### src/rtl/cfgstrip_pkg.sv
package cfgstrip_pkg;
  typedef enum logic [2:0] {
    ST_HDR, ST_HUNT, ST_PASS, ST_DONE, ST_ERR
  } strip_st_t;

  localparam logic [7:0]  PAD_BYTE = 8'hFF;
  localparam logic [31:0] SYNC_PAT = 32'hAA995566;

  // payload length in whole bytes
  function automatic int unsigned bits_to_bytes(input int unsigned nbits);
    return (nbits + 7) / 8;
  endfunction

  // window of the last five bytes, newest in the low byte
  function automatic logic [39:0] push_byte(input logic [39:0] w, input logic [7:0] b);
    return {w[31:0], b};
  endfunction
endpackage

### src/rtl/cfgstrip_cnt.sv
module cfgstrip_cnt #(
  parameter int unsigned LIMIT = 4
) (
  input  logic clk,
  input  logic rst,
  input  logic inc,
  output logic at_last
);
  localparam int unsigned W = $clog2(LIMIT + 1);
  localparam logic [W-1:0] LAST = W'(LIMIT - 1);
  localparam logic [W-1:0] TOP  = W'(LIMIT);

  logic [W-1:0] cnt;

  always_ff @(posedge clk) begin
    if (rst)                    cnt <= '0;
    else if (inc && cnt != TOP) cnt <= cnt + 1'b1;
  end

  assign at_last = (cnt == LAST);


  cnt_bound_chk: assert property (@(posedge clk) disable iff (rst) cnt <= TOP);
endmodule

### src/rtl/cfgstrip_sync_det.sv
module cfgstrip_sync_det
  import cfgstrip_pkg::*;
(
  input  logic       clk,
  input  logic       rst,
  input  logic       shift,
  input  logic [7:0] byte_in,
  output logic       hit
);
  logic [39:0] win_q;
  logic [39:0] win_nx;

  assign win_nx = push_byte(win_q, byte_in);
  assign hit    = (win_nx == {PAD_BYTE, SYNC_PAT});

  always_ff @(posedge clk) begin
    if (rst)        win_q <= '0;
    else if (shift) win_q <= win_nx;
  end
endmodule

### src/rtl/cfg_hdr_strip.sv
module cfg_hdr_strip
  import cfgstrip_pkg::*;
#(
  parameter int unsigned HDR_BYTES    = 76,
  parameter int unsigned PAYLOAD_BITS = 781216,
  parameter int unsigned SYNC_WINDOW  = 256
) (
  input  logic       clk,
  input  logic       rst,
  input  logic       in_valid,
  output logic       in_ready,
  input  logic [7:0] in_data,
  output logic       out_valid,
  input  logic       out_ready,
  output logic [7:0] out_data,
  output logic       sync_found,
  output logic       done,
  output logic       error
);
  localparam int unsigned PAY_BYTES = bits_to_bytes(PAYLOAD_BITS);

  strip_st_t st, st_nx;
  logic acc, fwd, first_bad, first_byte;
  logic hdr_last, win_last, pay_last, hit, sync_q;
  logic win_any;

  // first byte after the header: window counter not yet moved
  always_ff @(posedge clk) begin
    if (rst)                       win_any <= 1'b0;
    else if (acc && st == ST_HUNT) win_any <= 1'b1;
  end
  assign first_byte = (st == ST_HUNT) && !win_any;
  assign first_bad  = first_byte && (in_data != PAD_BYTE);

  assign fwd = ((st == ST_HUNT) && !first_bad) || (st == ST_PASS);

  always_comb begin
    unique case (st)
      ST_HUNT: in_ready = first_bad ? 1'b1 : out_ready;
      ST_PASS: in_ready = out_ready;
      default: in_ready = 1'b1;
    endcase
  end

  assign out_valid = in_valid && fwd;
  assign out_data  = in_data;
  assign acc       = in_valid && in_ready;

  cfgstrip_cnt #(.LIMIT(HDR_BYTES)) u_hdr_cnt (
    .clk(clk), .rst(rst), .inc(acc && st == ST_HDR), .at_last(hdr_last));

  cfgstrip_cnt #(.LIMIT(SYNC_WINDOW)) u_win_cnt (
    .clk(clk), .rst(rst), .inc(acc && st == ST_HUNT), .at_last(win_last));

  cfgstrip_cnt #(.LIMIT(PAY_BYTES)) u_pay_cnt (
    .clk(clk), .rst(rst), .inc(acc && fwd), .at_last(pay_last));

  cfgstrip_sync_det u_sync (
    .clk(clk), .rst(rst), .shift(acc && st == ST_HUNT), .byte_in(in_data), .hit(hit));

  always_comb begin
    st_nx = st;
    if (acc) begin
      unique case (st)
        ST_HDR:  if (hdr_last) st_nx = ST_HUNT;
        ST_HUNT: begin
          if (first_bad)     st_nx = ST_ERR;
          else if (hit)      st_nx = ST_PASS;
          else if (win_last) st_nx = ST_ERR;
        end
        ST_PASS: if (pay_last) st_nx = ST_DONE;
        default: st_nx = st;
      endcase
    end
  end

  always_ff @(posedge clk) begin
    if (rst) begin
      st     <= ST_HDR;
      sync_q <= 1'b0;
    end else begin
      st <= st_nx;
      if (acc && st == ST_HUNT && hit && !first_bad) sync_q <= 1'b1;
    end
  end

  assign sync_found = sync_q || (acc && st == ST_HUNT && hit);
  assign done       = (st == ST_DONE);
  assign error      = (st == ST_ERR);


  hdr_drop_chk: assert property (@(posedge clk) disable iff (rst)
    (st == ST_HDR) |-> (!out_valid && in_ready && !sync_found));

  sync_sticky_chk: assert property (@(posedge clk) disable iff (rst)
    sync_found |=> sync_found);

  done_sticky_chk: assert property (@(posedge clk) disable iff (rst)
    done |=> (done && !out_valid && in_ready));

  err_quiet_chk: assert property (@(posedge clk) disable iff (rst)
    error |=> (error && !out_valid && !sync_found));

  pass_hs_chk: assert property (@(posedge clk) disable iff (rst)
    (st == ST_PASS) |-> (in_ready == out_ready && out_valid == in_valid));

  rst_clear_chk: assert property (@(posedge clk)
    rst |=> (!done && !error && !sync_q));
endmodule

### config.mk
export PLATFORM = sky130hd
export DESIGN_NAME = cfg_hdr_strip
export DESIGN_NICKNAME = d
export VERILOG_FILES = /design/src/rtl/cfgstrip_pkg.sv /design/src/rtl/cfgstrip_cnt.sv /design/src/rtl/cfgstrip_sync_det.sv /design/src/rtl/cfg_hdr_strip.sv
export SDC_FILE = /design/constraint.sdc
export NUM_CORES = 1
export LEC_CHECK = 0
export CAP_MARGIN = 10
export CORE_MARGIN = 2
export CORE_UTILIZATION = 60
export CTS_CLUSTER_DIAMETER = 120
export DETAILED_ROUTE_END_ITERATION = 16
export GPL_ROUTABILITY_DRIVEN = 0
export PLACE_DENSITY = 0.91
export REMOVE_ABC_BUFFERS = 1
export SYNTH_ARGS = -nofsm -noshare
export SYNTH_HDL_FRONTEND = slang
export SYNTH_SLANG_ARGS = --single-unit
### constraint.sdc
create_clock -name clk -period 5.57 [get_ports clk]
set_input_delay 1.3925 -clock clk [delete_from_list [all_inputs] [get_ports clk]]
set_output_delay 1.3925 -clock clk [all_outputs]
set_load 0.1 [all_outputs]
; ---- Yosys cells after proc, flatten, opt, wreduce, memory -nomap -nowiden
; Index checks and enable logic that the tools add are counted.
[classes]
n_eq_ne = 15
mux = 8
n_addsub = 3
reduce_logical = 20
[ops]
columns = cell, n
row1 = $eq 40x40->1 const B, 1
row2 = $add 17x1->17 const B, 1
row3 = $eq 17x17->1 const B, 1
row4 = $ne 17x17->1 const B, 1
row5 = $mux 3, 5
row6 = $logic_and 1x1->1, 13
row7 = $add 9x1->9 const B, 1
row8 = $eq 9x8->1 const B, 1
row9 = $ne 9x9->1 const B, 1
row10 = $pmux 3 s3, 1
row11 = $ne 8x8->1 const B, 1
row12 = $add 7x1->7 const B, 1
row13 = $eq 7x7->1 const B, 1
row14 = $ne 7x7->1 const B, 1
row15 = $eq 3x2->1 const B, 2
row16 = $reduce_and 5->1, 1
row17 = $ne 2x2->1 const B, 2
row18 = $ne 4x3->1 const B, 1
row19 = $eq 3x1->1 const B, 1
row20 = $eq 3x3->1 const B, 1
row21 = $logic_not 3->1, 1
row22 = $reduce_bool 3->1, 1
row23 = $logic_not 1->1, 2
row24 = $logic_or 1x1->1, 2
row25 = 2 further kinds, 2
[word_totals]
ff_bits = 70
output_inout_bits = 13
inputBits = 12
wordCells = 53

; ---- Logic depth before layout (Yosys ltp)
[depth]
ltp_word = 9
depth_mapped = 8
mapped_depth_nobuf = 8

; ---- By module
; From an unflattened synthesis, not the netlist that was laid out.
[hier_totals]
cells_unflattened = 375
area_unflattened_um2 = 3498.4
[modules_own_cells]
columns = module, instances, seq_area_each_um2, cells_per_inst, area_each_um2
row1 = cfgstrip_sync_det, 1, 640.6, 118, 1229.9
row2 = cfgstrip_cnt (u_pay_cnt), 1, 340.3, 101, 889.6
row3 = cfg_hdr_strip, 1, 100.1, 61, 493.0
row4 = cfgstrip_cnt (u_win_cnt), 1, 180.2, 52, 491.7
row5 = cfgstrip_cnt (u_hdr_cnt), 1, 140.1, 43, 394.1

; ---- Worst setup path before layout
; OpenSTA, ideal clock, no wires.
[synth_path]
path_kind = input-to-output
start = in in_data[0]
end = out sync_found
path_slack_ps = 870
arrival_ps = 3308
n_path_buf = 2
path_stages = 6
required_ps = 4178
cell_sequence = and4_1 a21oi_1 o211a_1 buf_2 buf_1 a21o_1
[synth_via]
elab_chain_cells = 8
elab_cells_between_ends = 9
cone_classes = eq/ne (2) / mux (2) / reduce/logical (5)
[synth_rtl]
columns = item, line_no
row1 = start: declaration, cfg_hdr_strip.sv:12  ; input logic [7:0] in_data,
row2 = $ne 8x8->1, cfg_hdr_strip.sv:33  ; assign first_bad = first_byte && (in_data != PAD_BYTE);
row3 = $logic_and 1x1->1, cfg_hdr_strip.sv:33
row4 = $mux 1, cfg_hdr_strip.sv:39  ; ST_HUNT: in_ready = first_bad ? 1'b1 : out_ready;
row5 = $pmux 1 s2, cfg_hdr_strip.sv:38  ; unique case (st)
row6 = $logic_and 1x1->1, cfg_hdr_strip.sv:47  ; assign acc = in_valid && in_ready;
row7 = $logic_and 1x1->1, cfg_hdr_strip.sv:87  ; assign sync_found = sync_q || (acc && st == ST_HUNT && hit);
row8 = $logic_and 1x1->1 *, cfg_hdr_strip.sv:87
row9 = $logic_or 1x1->1 *, cfg_hdr_strip.sv:87
row10 = end: declaration, cfg_hdr_strip.sv:16  ; output logic sync_found,
; Every way passes the cells marked *; elsewhere a longest branch is shown, timed or not.

; ---- Worst setup path after layout
[layout_path]
start = in in_data[3]
end = out sync_found
; Same word-level chain as after synthesis.

==> summary.txt <==
Clocking
  – Post-CTS resize count: 0
  – Hold_buf cts: 0
  – Post-CTS setup-driven buffer insertion count: 0
  – Clock-pin slew on the worst setup and hold paths: 80 ps
  – TritonCTS clock tree: built
  – Clock Path Buffers: 2
  – Clk root buf: clkbuf_8
  – Worst-Skew Late Latency: 360 ps
  – Num CTS Buffers: 9
  – Max H-tree Level: 3
  – Clock tree sinks: 70

Worst setup path
  – Worst Path Arrival: 3310 ps
  – Crit-path max FO: 5
  – Setup crit start kind: primary input
  – Reg2reg setup slack: 3180 ps
  – Critical-path top delay cell: clkdlybuf4s50_1
  – CP Cell Sequence: clkdlybuf4s50_1, nor4bb_1, nand4_1, nor4_1, buf_4, a21o_1, buf_12
  – Crit Path Category: in2out
  – Crit end category: primary output
  – R2R depth: 6
  – CP peak stage delay: 500 ps
  – Req. time, crit path: 4180 ps

Power
  – PD cells: 262.4 mW/mm2
  – Switching power: 252.8 uW
  – Switching Fraction: 0.2577
  – Clock Power Share: 0.431
  – Combinational Power Share: 0.056
  – Internal cell power: 728.2 uW
  – Leak: 1.277 nW
  – Worst VDD drop: 0.1467 mV
  – Seq pwr share: 0.513

Placement
  – Post-DP HPWL: 4.571 mm
  – Cells after DPL: 476
  – Placed Area: 0.003533 mm2
  – DP Worst Slack: 953.9 ps
  – # port buffers: 24

STA
  – Pins Over Slew Limit: 0
  – Final Cycle Share: 0.8440
  – Final Hold Fails: 0
  – Slew @ Worst Pin: 963.9 ps
  – Setup TNS: 0 ps
  – Max frequency: 0.2127 GHz
  – Skew final: 11.76 ps
  – Worst setup margin: 869.0 ps
  – Final min period: 4701 ps
  – RSZ-0062 raised after global routing: false
  – Hold WS: 457.2 ps
  – Setup violations, final: 0
  – Slew HR: 0.3554

Worst hold path
  – Worst hold stages: 2
  – Hold WC Path Type: reg2reg

Synth
  – Most frequent cell after synthesis: nand2_1
  – Post-synth top area cell: dfxtp_1
  – Post-synth ARST share: 0
  – Synthesized area: 0.003319 mm2
  – Synth Instances: 401
  – Unique masters post-synth: 49
  – Top cells by count, synth: nand2_1 (74), dfxtp_1 (70), nor2_1 (42)
  – Sequential-to-total area share from yosys stat: 0.4222
  – Ys flop type: dfxtp_1
  – Synthesized flop and latch total: 70
  – Ys Warns: 0
  – Post-synth EDFFs: 0
  – Share of Yosys cell area claimed by the top area cell type: 0.4222
  – Largest cells by area after synthesis: dfxtp_1 (42%), nand2_1 (8.4%), a21oi_1 (6.0%)
  – Syn avg cell area: 8.278 um2

Route
  – Final wirelength: 6.568 mm
  – DRT Pass-1 Iters: 4
  – Post-route DRC: 0
  – Final antenna-violating net count: 0
  – DR WL/cell: 13.35 um
  – Via count: 2739
  – Starting DRC count in detailed routing: 143
  – Routed vias/inst: 5.567

Global routing
  – Largest net degree at the start of global routing: 51
  – First-pass GRT wire length: 11.15 mm
  – Initial antenna violation count: 0
  – Grt total ovfl: 0
  – All-Layer GR Usage: 0.2293
  – Vias in the first global route: 2575

Outcome
  – Status: complete, no violations

Finish
  – Area Overhead vs Synth: 12.63%
  – NumNets Final: 434
  – Antenna cells: 0
  – Share of layout cells above drive strength 1: 0.1000
  – Final instance area: 0.003739 mm2
  – Post-route insts no fill: 492

Floorplanning
  – Starting Density: 0.6103
  – Core Box Area: 0.005439 mm2
  – Die height: 78.38 um
  – Floorplan row count: 27
  – Io pins: 25
  – Die area: 0.006143 mm2
  – Die X: 78.38 um

Run
  – Max-cap viol count: 0
layer usage:
layer / up-vias / routed length, um / global-route usage
met5: - / 0 / 0
met2: 51 / 3196 / 0.3871
li1: 1385 / - / -
met1: 1291 / 2965 / 0.2765
met3: 12 / 279 / 0.06092
met4: 0 / 127 / 0.09649
power groups by stage:
stage | logic (mW) | registers, mW | clock network [mW]
finish | 0.0546 | 0.504 | 0.423
CTS | 0.0548 | 0.503 | 0.431
detailed placement | 0.0545 | 0.515 | 0
global route | 0.0576 | 0.504 | 0.458
global placement | 0.0537 | 0.515 | 0
floorplan | 0.00754 | 0.515 | 0
flip-flops by register name (all words and copies together) (netlist names):
name           cells
u_sync.win_q      32
u_pay_cnt.cnt     17
u_win_cnt.cnt      9
u_hdr_cnt.cnt      7
st                 3
sync_q             1
win_any            1
area by class of cell:
class / instances / area, um2
inverter: 17 / 63.81
timing repair buffer: 29 / 257.7
multi-input combinational: 288 / 1720
clock buffer: 9 / 123.9
sequential: 70 / 1401
clock inverter: 7 / 81.33
tap: 72 / 90.09
fill: 440 / 1700
cell usage in the layout (no fill, tap or decap), types with 6 or more instances in the layout:
cell type        instances
buf_4                   15
nor3_1                  12
ha_1                     7
nand2_1                 74
nor2_1                  42
a21oi_1                 40
inv_1                   17
clkbuf_8                 9
nand3_1                  9
clkdlybuf4s50_1         12
xnor2_1                 21
and3_1                   6
and4_1                   6
dfxtp_1                 70
nand4_1                  9
stage by stage:
step	power, mW	utilization
CTS	0.9889	0.6874
floorplan	0.5225	-
global route	1.020	0.6874
detailed placement	0.5698	0.6496
finish	0.9810	0.6874
global placement	0.5690	0.6496
cell families after synthesis:
| family | share of synthesized area |
|---|---|
| mux | 0.01282 |
| xor+xnor | 0.06596 |
| buf+inv | 0.05955 |
| flops | 0.4222 |
| compound gates | 0.1244 |
| simple gates | 0.2887 |
| fa+ha+maj | 0.02638 |
worst max-delay path: cells and delay by family:
family	cells	cell delay, ps
buf+inv	3	880
simple gates	3	870
compound gates	1	160
worst paths after layout:
path,startpoint,end
setup / recovery,in_data[3],sync_found
hold / removal,u_sync.win_q[26]$_SDFFE_PP0P_,u_sync.win_q[26]$_SDFFE_PP0P_
setup reg to reg,st[0]$_SDFFE_PP0P_,u_pay_cnt.cnt[13]$_SDFFE_PP0P_
hold reg to reg,u_sync.win_q[26]$_SDFFE_PP0P_,u_sync.win_q[26]$_SDFFE_PP0P_
Note: power is estimated with default switching activity, not from simulation.
